--- config.mk ---
export PLATFORM = sky130hd
export DESIGN_NAME = dma_chain_channel
export DESIGN_NICKNAME = d
export VERILOG_FILES = /design/src/rtl/dma_chain_pkg.sv /design/src/rtl/dma_chan_ctl.sv /design/src/rtl/dma_ptr_bank.sv /design/src/rtl/dma_word_mover.sv /design/src/rtl/dma_chain_channel.sv
export SDC_FILE = /design/constraint.sdc
export NUM_CORES = 1
export LEC_CHECK = 0
export ABC_CLOCK_PERIOD_IN_PS = 3100
export CAP_MARGIN = 20
export CORE_AREA = 2 2 205 167
export CTS_CLUSTER_DIAMETER = 30
export DETAILED_ROUTE_END_ITERATION = 8
export DIE_AREA = 0 0 207 169
export MAX_ROUTING_LAYER = met4
export PLACE_DENSITY = 0.77
export SYNTH_ARGS = -nofsm -noshare
export SYNTH_HDL_FRONTEND = slang
export SYNTH_SLANG_ARGS = --single-unit
--- constraint.sdc ---
create_clock -name clk -period 3.1 [get_ports clk]
set_input_delay 0.62 -clock clk [delete_from_list [all_inputs] [get_ports clk]]
set_output_delay 0.62 -clock clk [all_outputs]
set_load 0.02 [all_outputs]
--- src/rtl/dma_chain_pkg.sv ---
`timescale 1ns/1ps
package dma_chain_pkg;
  localparam int WORD_W = 32;
  localparam int NPTR   = 4;

  // Working pointer slots
  localparam int P_NEXT  = 0;
  localparam int P_LIMIT = 1;
  localparam int P_START = 2;
  localparam int P_STOP  = 3;

  // Register addresses
  localparam logic [3:0] RA_CSR    = 4'd0;
  localparam logic [3:0] RA_PTR0   = 4'd1;
  localparam logic [3:0] RA_SAVED0 = 4'd5;

  // Status read-back bit positions
  localparam int ST_ENABLE = 24;
  localparam int ST_SUPD   = 25;
  localparam int ST_DIR    = 26;
  localparam int ST_DONE   = 27;
  localparam int ST_BERR   = 28;

  // Command bit positions
  localparam int CM_SETEN   = 16;
  localparam int CM_SETSU   = 17;
  localparam int CM_DIRRD   = 18;
  localparam int CM_CLRDONE = 19;
  localparam int CM_RESET   = 20;
  localparam int CM_INITBUF = 21;

  typedef struct packed {
    logic berr;
    logic done;
    logic dir_rd;
    logic supd;
    logic enable;
  } chan_status_t;
endpackage

--- src/rtl/dma_chan_ctl.sv ---
`timescale 1ns/1ps
module dma_chan_ctl
  import dma_chain_pkg::*;
(
  input  logic              clk,
  input  logic              rst_n,
  input  logic              cmd_we,
  input  logic [WORD_W-1:0] cmd,
  input  logic              seg_done,
  input  logic              bus_err,
  output chan_status_t      st
);
  always_ff @(posedge clk or negedge rst_n) begin
    if (!rst_n) begin
      st <= '0;
    end else begin
      if (cmd_we) begin
        if (cmd[CM_RESET]) st <= '0;
        if (cmd[CM_SETEN]) begin
          st.enable <= 1'b1;
          st.dir_rd <= cmd[CM_DIRRD];
        end
        if (cmd[CM_SETSU]) st.supd <= 1'b1;
        if (cmd[CM_CLRDONE]) st.done <= 1'b0;
      end
      // Hardware events come last so they win over commands in the same cycle
      if (seg_done) begin
        st.done <= 1'b1;
        if (st.supd) st.enable <= 1'b0;
      end
      if (bus_err) begin
        st.berr   <= 1'b1;
        st.enable <= 1'b0;
      end
    end
  end
endmodule

--- src/rtl/dma_ptr_bank.sv ---
`timescale 1ns/1ps
module dma_ptr_bank
  import dma_chain_pkg::*;
#(
  parameter int AW          = 32,
  parameter int BEGIN_ALIGN = 4,
  parameter int END_ALIGN   = 16
) (
  input  logic            clk,
  input  logic            rst_n,
  input  logic [NPTR-1:0] sw_we,
  input  logic [AW-1:0]   sw_data,
  input  logic            adv,
  input  logic            supd,
  output logic [AW-1:0]   work_q  [NPTR],
  output logic [AW-1:0]   saved_q [NPTR],
  output logic            seg_done,
  output logic            at_limit
);
  localparam int WORD_BYTES = WORD_W / 8;

  logic [AW-1:0] wmask [NPTR];
  logic [AW-1:0] next_inc;

  for (genvar gi = 0; gi < NPTR; gi++) begin : g_mask
    if (gi == P_NEXT || gi == P_START) begin : g_begin
      assign wmask[gi] = ~AW'(BEGIN_ALIGN - 1);
    end else begin : g_end
      assign wmask[gi] = ~AW'(END_ALIGN - 1);
    end
  end

  assign next_inc = work_q[P_NEXT] + AW'(WORD_BYTES);
  assign seg_done = adv && (next_inc == work_q[P_LIMIT]);
  assign at_limit = (work_q[P_NEXT] == work_q[P_LIMIT]);

  always_ff @(posedge clk or negedge rst_n) begin
    if (!rst_n) begin
      for (int i = 0; i < NPTR; i++) begin
        work_q[i]  <= '0;
        saved_q[i] <= '0;
      end
    end else begin
      for (int i = 0; i < NPTR; i++)
        if (sw_we[i]) work_q[i] <= sw_data & wmask[i];
      if (adv) begin
        if (seg_done) begin
          saved_q[P_NEXT]  <= next_inc;
          saved_q[P_LIMIT] <= work_q[P_LIMIT];
          saved_q[P_START] <= work_q[P_START];
          saved_q[P_STOP]  <= work_q[P_STOP];
          if (supd) begin
            work_q[P_NEXT] <= next_inc;
          end else begin
            work_q[P_NEXT]  <= work_q[P_START];
            work_q[P_LIMIT] <= work_q[P_STOP];
          end
        end else begin
          work_q[P_NEXT] <= next_inc;
        end
      end
    end
  end
endmodule

--- src/rtl/dma_word_mover.sv ---
`timescale 1ns/1ps
module dma_word_mover
  import dma_chain_pkg::*;
#(
  parameter int AW = 32
) (
  input  logic              clk,
  input  logic              rst_n,
  input  logic              enable,
  input  logic              dir_rd,
  input  logic              at_limit,
  input  logic [AW-1:0]     next_ptr,
  input  logic              flush,
  output logic              mem_req_valid,
  input  logic              mem_req_ready,
  output logic              mem_req_we,
  output logic [AW-1:0]     mem_req_addr,
  output logic [WORD_W-1:0] mem_req_wdata,
  input  logic [WORD_W-1:0] mem_rdata,
  input  logic              mem_err,
  output logic              dev_out_valid,
  input  logic              dev_out_ready,
  output logic [WORD_W-1:0] dev_out_data,
  input  logic              dev_in_valid,
  output logic              dev_in_ready,
  input  logic [WORD_W-1:0] dev_in_data,
  output logic              adv,
  output logic              bus_err
);
  logic              buf_full;
  logic [WORD_W-1:0] buf_data;
  logic              mem_fire, run;

  assign run           = enable && !at_limit;
  assign mem_req_valid = run && (dir_rd ? buf_full : !buf_full);
  assign mem_req_we    = dir_rd;
  assign mem_req_addr  = next_ptr;
  assign mem_req_wdata = buf_data;
  assign mem_fire      = mem_req_valid && mem_req_ready;
  assign bus_err       = mem_fire && mem_err;
  assign adv           = mem_fire && !mem_err;

  assign dev_out_valid = !dir_rd && buf_full;
  assign dev_out_data  = buf_data;
  assign dev_in_ready  = dir_rd && run && !buf_full;

  always_ff @(posedge clk or negedge rst_n) begin
    if (!rst_n) begin
      buf_full <= 1'b0;
      buf_data <= '0;
    end else if (flush) begin
      buf_full <= 1'b0;
    end else begin
      if (adv) begin
        if (dir_rd) begin
          buf_full <= 1'b0;
        end else begin
          buf_full <= 1'b1;
          buf_data <= mem_rdata;
        end
      end
      if (dev_out_valid && dev_out_ready) buf_full <= 1'b0;
      if (dev_in_valid && dev_in_ready) begin
        buf_full <= 1'b1;
        buf_data <= dev_in_data;
      end
    end
  end
endmodule

--- src/rtl/dma_chain_channel.sv ---
`timescale 1ns/1ps
module dma_chain_channel
  import dma_chain_pkg::*;
#(
  parameter int AW          = 32,
  parameter int BEGIN_ALIGN = 4,
  parameter int END_ALIGN   = 16
) (
  input  logic              clk,
  input  logic              rst_n,
  input  logic              reg_we,
  input  logic [3:0]        reg_addr,
  input  logic [31:0]       reg_wdata,
  output logic [31:0]       reg_rdata,
  output logic              mem_req_valid,
  input  logic              mem_req_ready,
  output logic              mem_req_we,
  output logic [AW-1:0]     mem_req_addr,
  output logic [31:0]       mem_req_wdata,
  input  logic [31:0]       mem_rdata,
  input  logic              mem_err,
  output logic              dev_out_valid,
  input  logic              dev_out_ready,
  output logic [31:0]       dev_out_data,
  input  logic              dev_in_valid,
  output logic              dev_in_ready,
  input  logic [31:0]       dev_in_data,
  output logic              irq
);
  chan_status_t    st;
  logic            cmd_we, flush, seg_done, bus_err, adv, at_limit;
  logic [NPTR-1:0] ptr_we;
  logic [AW-1:0]   work_q  [NPTR];
  logic [AW-1:0]   saved_q [NPTR];

  assign cmd_we = reg_we && (reg_addr == RA_CSR);
  assign flush  = cmd_we && (reg_wdata[CM_INITBUF] || reg_wdata[CM_RESET]);

  for (genvar gi = 0; gi < NPTR; gi++) begin : g_we
    assign ptr_we[gi] = reg_we && (reg_addr == RA_PTR0 + 4'(gi));
  end

  dma_chan_ctl u_ctl (
    .clk(clk), .rst_n(rst_n), .cmd_we(cmd_we), .cmd(reg_wdata),
    .seg_done(seg_done), .bus_err(bus_err), .st(st)
  );

  dma_ptr_bank #(.AW(AW), .BEGIN_ALIGN(BEGIN_ALIGN), .END_ALIGN(END_ALIGN)) u_ptr (
    .clk(clk), .rst_n(rst_n), .sw_we(ptr_we), .sw_data(reg_wdata[AW-1:0]),
    .adv(adv), .supd(st.supd), .work_q(work_q), .saved_q(saved_q),
    .seg_done(seg_done), .at_limit(at_limit)
  );

  dma_word_mover #(.AW(AW)) u_mov (
    .clk(clk), .rst_n(rst_n), .enable(st.enable), .dir_rd(st.dir_rd),
    .at_limit(at_limit), .next_ptr(work_q[P_NEXT]), .flush(flush),
    .mem_req_valid(mem_req_valid), .mem_req_ready(mem_req_ready),
    .mem_req_we(mem_req_we), .mem_req_addr(mem_req_addr),
    .mem_req_wdata(mem_req_wdata), .mem_rdata(mem_rdata), .mem_err(mem_err),
    .dev_out_valid(dev_out_valid), .dev_out_ready(dev_out_ready),
    .dev_out_data(dev_out_data), .dev_in_valid(dev_in_valid),
    .dev_in_ready(dev_in_ready), .dev_in_data(dev_in_data),
    .adv(adv), .bus_err(bus_err)
  );

  assign irq = st.done || st.berr;

  always_comb begin
    reg_rdata = '0;
    if (reg_addr == RA_CSR) begin
      reg_rdata[ST_ENABLE] = st.enable;
      reg_rdata[ST_SUPD]   = st.supd;
      reg_rdata[ST_DIR]    = st.dir_rd;
      reg_rdata[ST_DONE]   = st.done;
      reg_rdata[ST_BERR]   = st.berr;
    end
    for (int i = 0; i < NPTR; i++) begin
      if (reg_addr == RA_PTR0 + 4'(i))   reg_rdata = 32'(work_q[i]);
      if (reg_addr == RA_SAVED0 + 4'(i)) reg_rdata = 32'(saved_q[i]);
    end
  end
endmodule

# After elaboration in Yosys (flattened, before gate mapping)
# Cells that the tools add are included.
[word_totals] regBits=282 latch_bits=0 ramBits=0 romBits=0 input_bits=107 out_inout_bits=133 elab_cells=103 n_memories=0
[op_classes] add_sub_neg=1 mul=0 div_mod_pow=0 n_lt_le_gt_ge=0 eq_ne=11 shifts=0 mux=36 n_bitwise=1 reduce_logical=39
[op_table] op="2-to-1 mux 32 bit" n=17
[op_table] op="== test 32 bit" n=2
[op_table] op="2-to-1 mux 64 bit" n=1
[op_table] op="adder 32 x 3 -> 32 bit (second input constant)" n=1
[op_table] op="logical AND 1 bit" n=17
[op_table] op="== test 4 x 3 -> 1 bit (second input constant)" n=4
[op_table] op="2-to-1 mux 1 bit" n=15
[op_table] op="2-to-1 mux 5 bit" n=3
[op_table] op="nonzero test 2 bit" n=7
[op_table] op="AND reduction 2 bit" n=5
[op_table] op="== test 4 x 2 -> 1 bit (second input constant)" n=2
[op_table] op="== test 4 x 1 -> 1 bit (second input constant)" n=1
[op_table] op="== test 4 bit (second input constant)" n=1
[op_table] op="zero test 1 bit" n=4
[op_table] op="zero test 4 bit" n=1
[op_table] op="nonzero test 4 bit" n=1
[op_table] op="AND reduction 3 bit" n=1
[op_table] op="nonzero test 3 bit" n=1
[op_table] op="logical OR 1 bit" n=2
[op_table] op="inequality test 2 x 1 -> 1 bit (second input constant)" n=1
[op_table] op="inverter 1 bit" n=1

# Depth between registers and ports, before layout
# Gate-level depths: netlist of the first run.
[depth] word_depth=10 depth_mapped=14 ltp_nobuf=9

# By module
# From an unflattened synthesis of the first run, not the netlist that was laid out.
[unflattened] cells_unflattened=1684 area_unflattened_um2=17656.9
[modules_own_cells] module="dma_ptr_bank" n_inst=1 cells_per_inst=1071 area_each_um2=12622.1 seq_area_each_um2=6005.8
[modules_own_cells] module="dma_chain_channel" n_inst=1 cells_per_inst=371 area_each_um2=2561.2 seq_area_each_um2=0.0
[modules_own_cells] module="dma_word_mover" n_inst=1 cells_per_inst=227 area_each_um2=2270.9 seq_area_each_um2=825.8
[modules_own_cells] module="dma_chan_ctl" n_inst=1 cells_per_inst=15 area_each_um2=202.7 seq_area_each_um2=125.1

# Least setup slack after synthesis of the first run
# Ideal clock, no wire load.
[synth_path] path_kind="register -> register" start="reg u_ptr.work_q[99] (netlist name)" end="reg u_ptr.saved_q[118] (netlist name)" setup_ns=0.128 t_arrival_ns=3.262 required_ns=2.972 path_slack_ns=-0.290 path_stages_with_launch=14 n_path_buf=4 period_less_slack_ns=3.390 cell_sequence="dfrtp_1 ha_1 xor2_1 xor2_1 a2111o_1 or4_1 nor4_1 and4_1 buf_4 and3_1 buf_6 buf_12 buf_8 mux2_1"
[synth_via] elab_chain_len=8 elab_cells_between_ends=10 classes_between="add/sub: 1; eq/ne: 2; reduce/logical: 7"
[synth_rtl] item="start, declared" line="dma_ptr_bank.sv:15" source="output logic [AW-1:0] work_q [NPTR],"
[synth_rtl] item="start signal, assigned by index" line="dma_ptr_bank.sv:45" source="if (sw_we[i]) work_q[i] <= sw_data & wmask[i];"
[synth_rtl] item="start signal, assigned by index" line="dma_ptr_bank.sv:53" source="work_q[P_NEXT] <= next_inc;"
[synth_rtl] item="start signal, assigned by index" line="dma_ptr_bank.sv:55" source="work_q[P_NEXT] <= work_q[P_START];"
[synth_rtl] item="parallel branches: the longest is 8 deep, another holds adder 32 x 3 -> 32 bit"
[synth_rtl] item="end signal, assigned by index" line="dma_ptr_bank.sv:48" source="saved_q[P_NEXT] <= next_inc;"
[synth_rtl] item="end signal, assigned by index" line="dma_ptr_bank.sv:49" source="saved_q[P_LIMIT] <= work_q[P_LIMIT];"
[synth_rtl] item="end signal, assigned by index" line="dma_ptr_bank.sv:50" source="saved_q[P_START] <= work_q[P_START];"
[synth_rtl] item="end, declared" line="dma_ptr_bank.sv:16" source="output logic [AW-1:0] saved_q [NPTR],"
# Several ways; the timed one is not identified.
# A chain may end at the register's enable or synchronous reset.

# Worst setup path in the final report of the first run
[layout_path] start="reg u_ptr.work_q[98] (netlist name)" end="reg u_ptr.saved_q[113] (netlist name)"
# Same word-level chain as after synthesis.

==> flow_summary.ini, run 1 <==
[flow_run]
drv_cap = 0

[clock_tree]
cts_tree = built
cts_buffers = 56
ctsHtreeMaxLevel = 2
clock_path_buffers = 3
clkSinkCount = 278
worstSkewPairLatency_ps = 580
path_clk_slew_ps = 50
cts_hold_buf = 0
cts-root-buf = clkbuf_16

[global_routing]
use_met3_pct = 6.53
grt_pass1_wl_mm = 85.4
grt_pass1_vias = 14800
grt_max_degree = 78
grt_util_met2_pct = 49.0
grt_usage_pct = 31.9
antenna_found_initial = 0
grt_use_met1_pct = 41.8
busiest_layer = met2
grt-ovfl-total = 0

[sta]
clock_skew_ps = 17.8
setup_viol = 183
hold_slack_ps = 39.0
slew_headroom_pct = 57.1
fin_setup_tns_ps = -46560
tightest_slew_ps = 643
final-max-slew-violation-count = 0
hold_viol_final = 0
worst_slack_ps = -320
fin_crit_sh_pct = 110
fmax_ghz = 0.292
rsz0062_at_grt = yes
finalCriticalPeriod_ps = 3420

[finish]
final_cells = 2308
fillers = 2195
layout-drive-gt1-share_pct = 38.0
seqCellArea_um2 = 6960
multi_input_area_um2 = 8820
syn2layout_area_growth_pct = 42.7
nets = 1936
antenna_cells = 0

[synth]
synth.top_cell.area_share_pct = 42.8
netlist_area_um2 = 16300
synth.area.top_cells = dfrtp_1 (43%), mux2_2 (8.8%), mux2_4 (8.4%)
yosysWarnings = 0
yosysUniqueCellTypes = 74
syn_avg_cell_area_um2 = 11.0
ys_ff_latch = 278
synth_ff_type = dfrtp_1
async_flop_share_pct = 100
syn_inst = 1473
seq_area_frac_synth_pct = 42.8
synth_edf_count = 0
synth_largest_area_cell = dfrtp_1

[floorplanning]
fp-row-count = 60
initial_utilization_pct = 49.2
fp.dieArea_um2 = 35000
coreArea_um2 = 33000
die_w_um = 207
die_h_um = 169
io_pins = 240

[drt]
drc_errors = 0
antenna_left = 0
drtPass1Iterations = 9
num_vias = 14200
route.detailed.wl_per_inst_um = 24.8
viasPerCell = 6.17
drt_iter0_drc = 1463
wirelength_mm = 57.3

[critical_path]
critical_path.max_fanout = 8
start_kind = flop
critPathKind = reg2reg
end_kind = flop
worst-r2r-cell-count = 11
arrival_ps = 3880
critical_path_required_ps = 3560

[place]
hpwlAfterDp_mm = 36.8
gp_congestion = 0.962
port-buffer-count = 235
dp_cells = 2172

[run_status]
status = finished with violations
violations = negative setup slack

[worst_hold_path]
hp-class = in2async

[power]
irDropWorstVdd_uv = 528
power_leakage_nw = 10.8
p_per_area_nw_per_um2 = 805
-- per-stage QoR --
step | instance area (µm²) | setup slack (ps) | utilization (%) | power (mW)
4_1_cts | 22700 | -190 | 68.7 | 18.3
3_3_place_gp | 20100 | -652 | 60.7 | 11.1
3_5_place_dp | 20100 | -630 | 60.7 | 11.3
6_report | 23200 | -320 | 70.2 | 18.7
5_1_grt | 23200 | -382 | 70.2 | 19.3
2_1_floorplan | 16300 | -150 | - | 8.60
-- where the power goes --
part / internal (mW) / switching [mW] / total, mW
sequential: 4.30 / 0.770 / 5.07
clock: 4.66 / 2.14 / 6.80
combinational: 3.19 / 3.62 / 6.82
-- timing repair --
action	in CTS	in global routing
gates resized for setup	219	87
pin swaps	14	57
setup endpoints to repair	213	213
setup buffers	13	9
gates cloned	3	8
-- cells in the final DEF (no fill, tap or decap), types with 7 or more instances in the layout --
| master | Yosys | final |
|---|---|---|
| a21oi_1 | 72 | 38 |
| a21oi_2 | 0 | 25 |
| a21oi_4 | 0 | 9 |
| a22oi_1 | 55 | 53 |
| a41o_1 | 28 | 28 |
| and3_1 | 11 | 10 |
| buf_12 | 8 | 34 |
| buf_2 | 17 | 21 |
| buf_4 | 78 | 187 |
| buf_6 | 4 | 18 |
| bufinv_16 | 0 | 14 |
| clkbuf_16 | 0 | 63 |
| clkdlybuf4s50_1 | 0 | 196 |
| dfrtp_1 | 278 | 276 |
| inv_1 | 7 | 7 |
| inv_6 | 0 | 9 |
| mux2_2 | 127 | 92 |
| mux2_4 | 91 | 134 |
| mux2i_1 | 71 | 70 |
| nand2_1 | 76 | 75 |
| nand2b_1 | 11 | 8 |
| nand3_1 | 40 | 38 |
| nand4_1 | 8 | 8 |
| nor2_1 | 51 | 47 |
| nor3_1 | 14 | 8 |
| nor4_2 | 4 | 8 |
| o21ai_0 | 113 | 88 |
| o21ai_1 | 1 | 25 |
| o22ai_1 | 28 | 21 |
| o22ai_2 | 0 | 7 |
| xnor2_1 | 17 | 17 |
| xor2_1 | 56 | 52 |
-- cells in the mapped netlist (3+ instances only) --
| master | n |
|---|---|
| dfrtp_1 | 278 |
| mux2_2 | 127 |
| o21ai_0 | 113 |
| mux2_4 | 91 |
| buf_4 | 78 |
| nand2_1 | 76 |
| clkbuf_1 | 73 |
| a21oi_1 | 72 |
| mux2i_1 | 71 |
| xor2_1 | 56 |
| a22oi_1 | 55 |
| nor2_1 | 51 |
| nand3_1 | 40 |
| a41o_1 | 28 |
| o22ai_1 | 28 |
| buf_2 | 17 |
| xnor2_1 | 17 |
| nor3_1 | 14 |
| mux2_1 | 13 |
| nor4_1 | 13 |
| and3_1 | 11 |
| nand2b_1 | 11 |
| and4_1 | 10 |
| buf_12 | 8 |
| nand4_1 | 8 |
| inv_1 | 7 |
| a221o_1 | 6 |
| a31oi_1 | 6 |
| buf_1 | 6 |
| nor2b_1 | 6 |
| a22o_1 | 5 |
| and2_1 | 5 |
| buf_6 | 4 |
| nor4_2 | 4 |
| or4_1 | 4 |
| a21o_1 | 3 |
| a222oi_1 | 3 |
| nand3b_1 | 3 |
| or2_2 | 3 |
| or3_1 | 3 |
| xnor3_1 | 3 |
-- layer usage --
metal | share of wire [%] | vias to the layer above
li1 | - | 6044
met1 | 41 | 7200
met2 | 47 | 848
met3 | 9.2 | 156
met4 | 3.2 | 0
met5 | 0 | -
-- cells by family (layout without fill, tap and decap cells) --
logic type / Yosys count / in the layout / share of synthesized area (%)
adders and majority gates: 2 / 2 / 0.154
buffers and inverters: 195 / 595 / 7.49
DFF: 278 / 278 / 42.8
other: 1 / 2 / 0.0231
and+or+nand+nor: 281 / 281 / 9.44
xor gates and xnor gates: 77 / 77 / 4.45
AOI/OAI and AO/OA: 337 / 337 / 13.2
muxes: 302 / 302 / 22.5
-- cell type report --
cell class                      count  area share (%)
Multi-Input combinational cell   1001            38.0
Sequential cell                   278            30.0
Timing Repair Buffer              482            20.4
Clock buffer                       67            6.52
Clock inverter                     38            2.59
Tap cell                          434            2.34
Inverter                            8           0.129
-- state kept, by name, indices dropped and copies added, names as in the netlist --
signal and cells:
u_mov.dev_out_data 32, u_ptr.saved_q 120, u_ptr.work_q 120, u_ctl.st 5
u_mov.buf_full 1
-- worst paths after layout --
path,startpoint,end,slack [ps]
min in group clk,u_ptr.saved_q[53],u_ptr.saved_q[53],500
setup reg to reg,u_ptr.work_q[98],u_ptr.saved_q[113],-320
hold / removal,rst_n,u_ptr.saved_q[5],40
hold reg to reg,u_ptr.saved_q[53],u_ptr.saved_q[53],500
setup / recovery,u_ptr.work_q[98],u_ptr.saved_q[113],-320
max in group asynchronous,rst_n,u_ptr.saved_q[47],2250
-- critical path, cell delays in order (launching register included) --
cell,delay (ps)
dfrtp_1,400
ha_4,180
nand4_1,160
or4_4,610
o31ai_4,190
mux2i_1,100
or4b_4,590
nor2_4,110
and3_4,270
buf_12,190
clkbuf_16,170
mux2_4,300
(Power assumes the default switching activity.)
==> inputs of run 2 (changes only) <==
--- a/config.mk
+++ b/config.mk
@@ -12,7 +12,7 @@
 export DETAILED_ROUTE_END_ITERATION = 8
 export DIE_AREA = 0 0 207 169
 export MAX_ROUTING_LAYER = met4
-export PLACE_DENSITY = 0.77
+export PLACE_DENSITY_LB_ADDON = 0.15
 export SYNTH_ARGS = -nofsm -noshare
 export SYNTH_HDL_FRONTEND = slang
 export SYNTH_SLANG_ARGS = --single-unit
==> run 2 against run 1 <==
- the flow still finishes with violations (negative setup slack)
- routed wire length decreased by 5.7%
- critical path depth increased by 1
- maximum frequency decreased by 0.53%
- worst hold slack improved by 460 ps
- sequential share of layout area increased by 0.63 points
- die area unchanged
- clock power decreased by 11%
- combinational power decreased by 4.5%
- sequential power about the same
- power decreased by 5.5%
- global-route usage decreased by 0.78 points
- critical path type unchanged
==> flow_summary.ini, run 2 (synthesis gave the netlist of run 1 again) <==
[critical_path]
critical_path_depth = 12
arrival_ps = 3880
crit_family = simple AND/OR/NAND/NOR gates
timing.reg2reg.setup_slack_ps = -340
worst-r2r-cell-count = 12
max_stage_delay_ps = 530
crit_path_start = u_ptr.work_q[98]
critPathKind = reg2reg
rr_startpoint = u_ptr.work_q[98]
reg2reg_to = u_ptr.saved_q[80]
end_kind = flop
start_kind = flop
cp_num_buf_inv = 3
slowest_stage = or4_4
critPathCapture = u_ptr.saved_q[80]
critical_path.max_fanout = 35
critical_path_required_ps = 3540
path_cells = ha_4, nand4_1, or4_4, buf_6, mux2i_1, o2111ai_2, nor4_2, buf_4, and4_4, and3_4, buf_16, mux2_2

[sta]
fin_crit_sh_pct = 111
rsz0062_at_grt = yes
clock_skew_ps = 19.8
fmax_ghz = 0.291
hold_viol_final = 0
worst_slack_ps = -338
setup_viol = 181
slew_headroom_pct = 54.1
finalCriticalPeriod_ps = 3440
final-max-slew-violation-count = 0
tightest_slew_ps = 685

[finish]
nets = 1934
antenna_cells = 0
final_common_cell = dfrtp_1
most-common-layout-cells = dfrtp_1 (277), clkdlybuf4s50_1 (198), buf_4 (185)
syn2layout_area_growth_pct = 39.7
layout-drive-gt1-share_pct = 36.0
final_core_util_pct = 68.8

[drt]
drt_iter0_drc = 1335
wirelength_mm = 54.0
antenna_left = 0
route.detailed.wl_per_inst_um = 23.5
viasPerCell = 5.96
drc_errors = 0
drtPass1Iterations = 5
num_vias = 13700

[power]
switching_share_pct = 35.2
power.clock.fraction_pct = 34.5
power_mw = 17.7
internal_power_mw = 11.4
p_comb_share_pct = 36.9
power.switching_mw = 6.22
power_leakage_nw = 10.6
irDropWorstVdd_uv = 496
p_per_area_nw_per_um2 = 777
seq_power_share_pct = 28.7

[clock_tree]
cts-root-buf = clkbuf_16
ctsHtreeMaxLevel = 2
cts_tree = built
cts_buffers = 56
path_clk_slew_ps = 50
clkSinkCount = 278
worstSkewPairLatency_ps = 570
clock_path_buffers = 3

[floorplanning]
io_pins = 240
die_h_um = 169
fp.dieArea_um2 = 35000
fp-row-count = 60
initial_utilization_pct = 49.2
die_w_um = 207
coreArea_um2 = 33000

[place]
port-buffer-count = 235
hpwlAfterDp_mm = 37.4
gp_congestion = 0.984

[run_status]
status = finished with violations
violations = negative setup slack

[worst_hold_path]
hp-class = reg2reg
min_from = u_mov.dev_out_data[17]

[flow_run]
drv_cap = 0

[global_routing]
grt_pass1_wl_mm = 82.6
grt_usage_pct = 31.1
grt_pass1_vias = 13900
grt-ovfl-total = 0
antenna_found_initial = 0
grt_max_degree = 77
[run 2: worst min-delay path by stage]
stage	cells past startpoint	to
floorplan	0	u_ctl.st[0]
global placement	1	u_ptr.saved_q[120]
detailed placement	1	u_ptr.saved_q[121]
CTS	2	u_mov.dev_out_data[17]
global route	1	u_ptr.saved_q[43]
finish	2	u_mov.dev_out_data[17]
[run 2: worst register-to-register path, cell delays in order (launching register included)]
cell	delay [ps]
dfrtp_1	390
ha_4	190
nand4_1	230
or4_4	530
buf_6	160
mux2i_1	190
o2111ai_2	140
nor4_2	200
buf_4	160
and4_4	200
and3_4	260
buf_16	250
mux2_2	420
[run 2: final cells by class]
type / instances / area, µm²
fill: 2430 / 10300
multi-input combinational: 1001 / 8520
sequential: 278 / 6960
timing repair buffer: 480 / 4770
clock buffer: 67 / 1500
tap: 434 / 543
clock inverter: 33 / 405
inverter: 8 / 30.0
[run 2: layer usage]
metal,share of wire (%),vias to the layer above,global-route usage [%],wire [µm]
li1,-,6063,-,-
met1,44,6873,42.8,23900
met2,45,672,45.4,24300
met3,8.5,113,7.66,4570
met4,2.3,0,9.44,1270
met5,0,-,-,0
[run 2: repair_timing]
| action | CTS | global route |
|---|---|---|
| endpoints found under the setup margin | 216 | 196 |
| pin swaps | 56 | 4 |
| resized for setup | 205 | 21 |
| setup buffers | 12 | 3 |
| endpoints found under the hold margin | 48 | 0 |
| gates cloned | 3 | 1 |
| hold buffers | 1 | 0 |
[run 2: power groups by stage]
stage / clock network, mW / logic (mW) / registers [mW]
after floorplan: 0 / 3.53 / 5.08
after global routing: 6.33 / 6.92 / 5.14
final: 6.08 / 6.51 / 5.06
after global placement: 0 / 6.19 / 5.04
after CTS: 6.13 / 6.41 / 5.03
after detailed placement: 0 / 6.25 / 5.07
[run 2: per-stage QoR]
step | hold slack [ps] | setup slack, ps | setup TNS (ps) | instance area [µm²] | std cells
2_1_floorplan | 324 | -150 | -11840 | 16300 | 1474
6_report | 498 | -338 | -46100 | 22700 | 2301
3_5_place_dp | 483 | -896 | -160280 | 20100 | 2182
4_1_cts | 503 | -249 | -30670 | 22600 | 2297
5_1_grt | 514 | -477 | -71930 | 22700 | 2301
3_3_place_gp | 470 | -890 | -158940 | 20100 | 2182
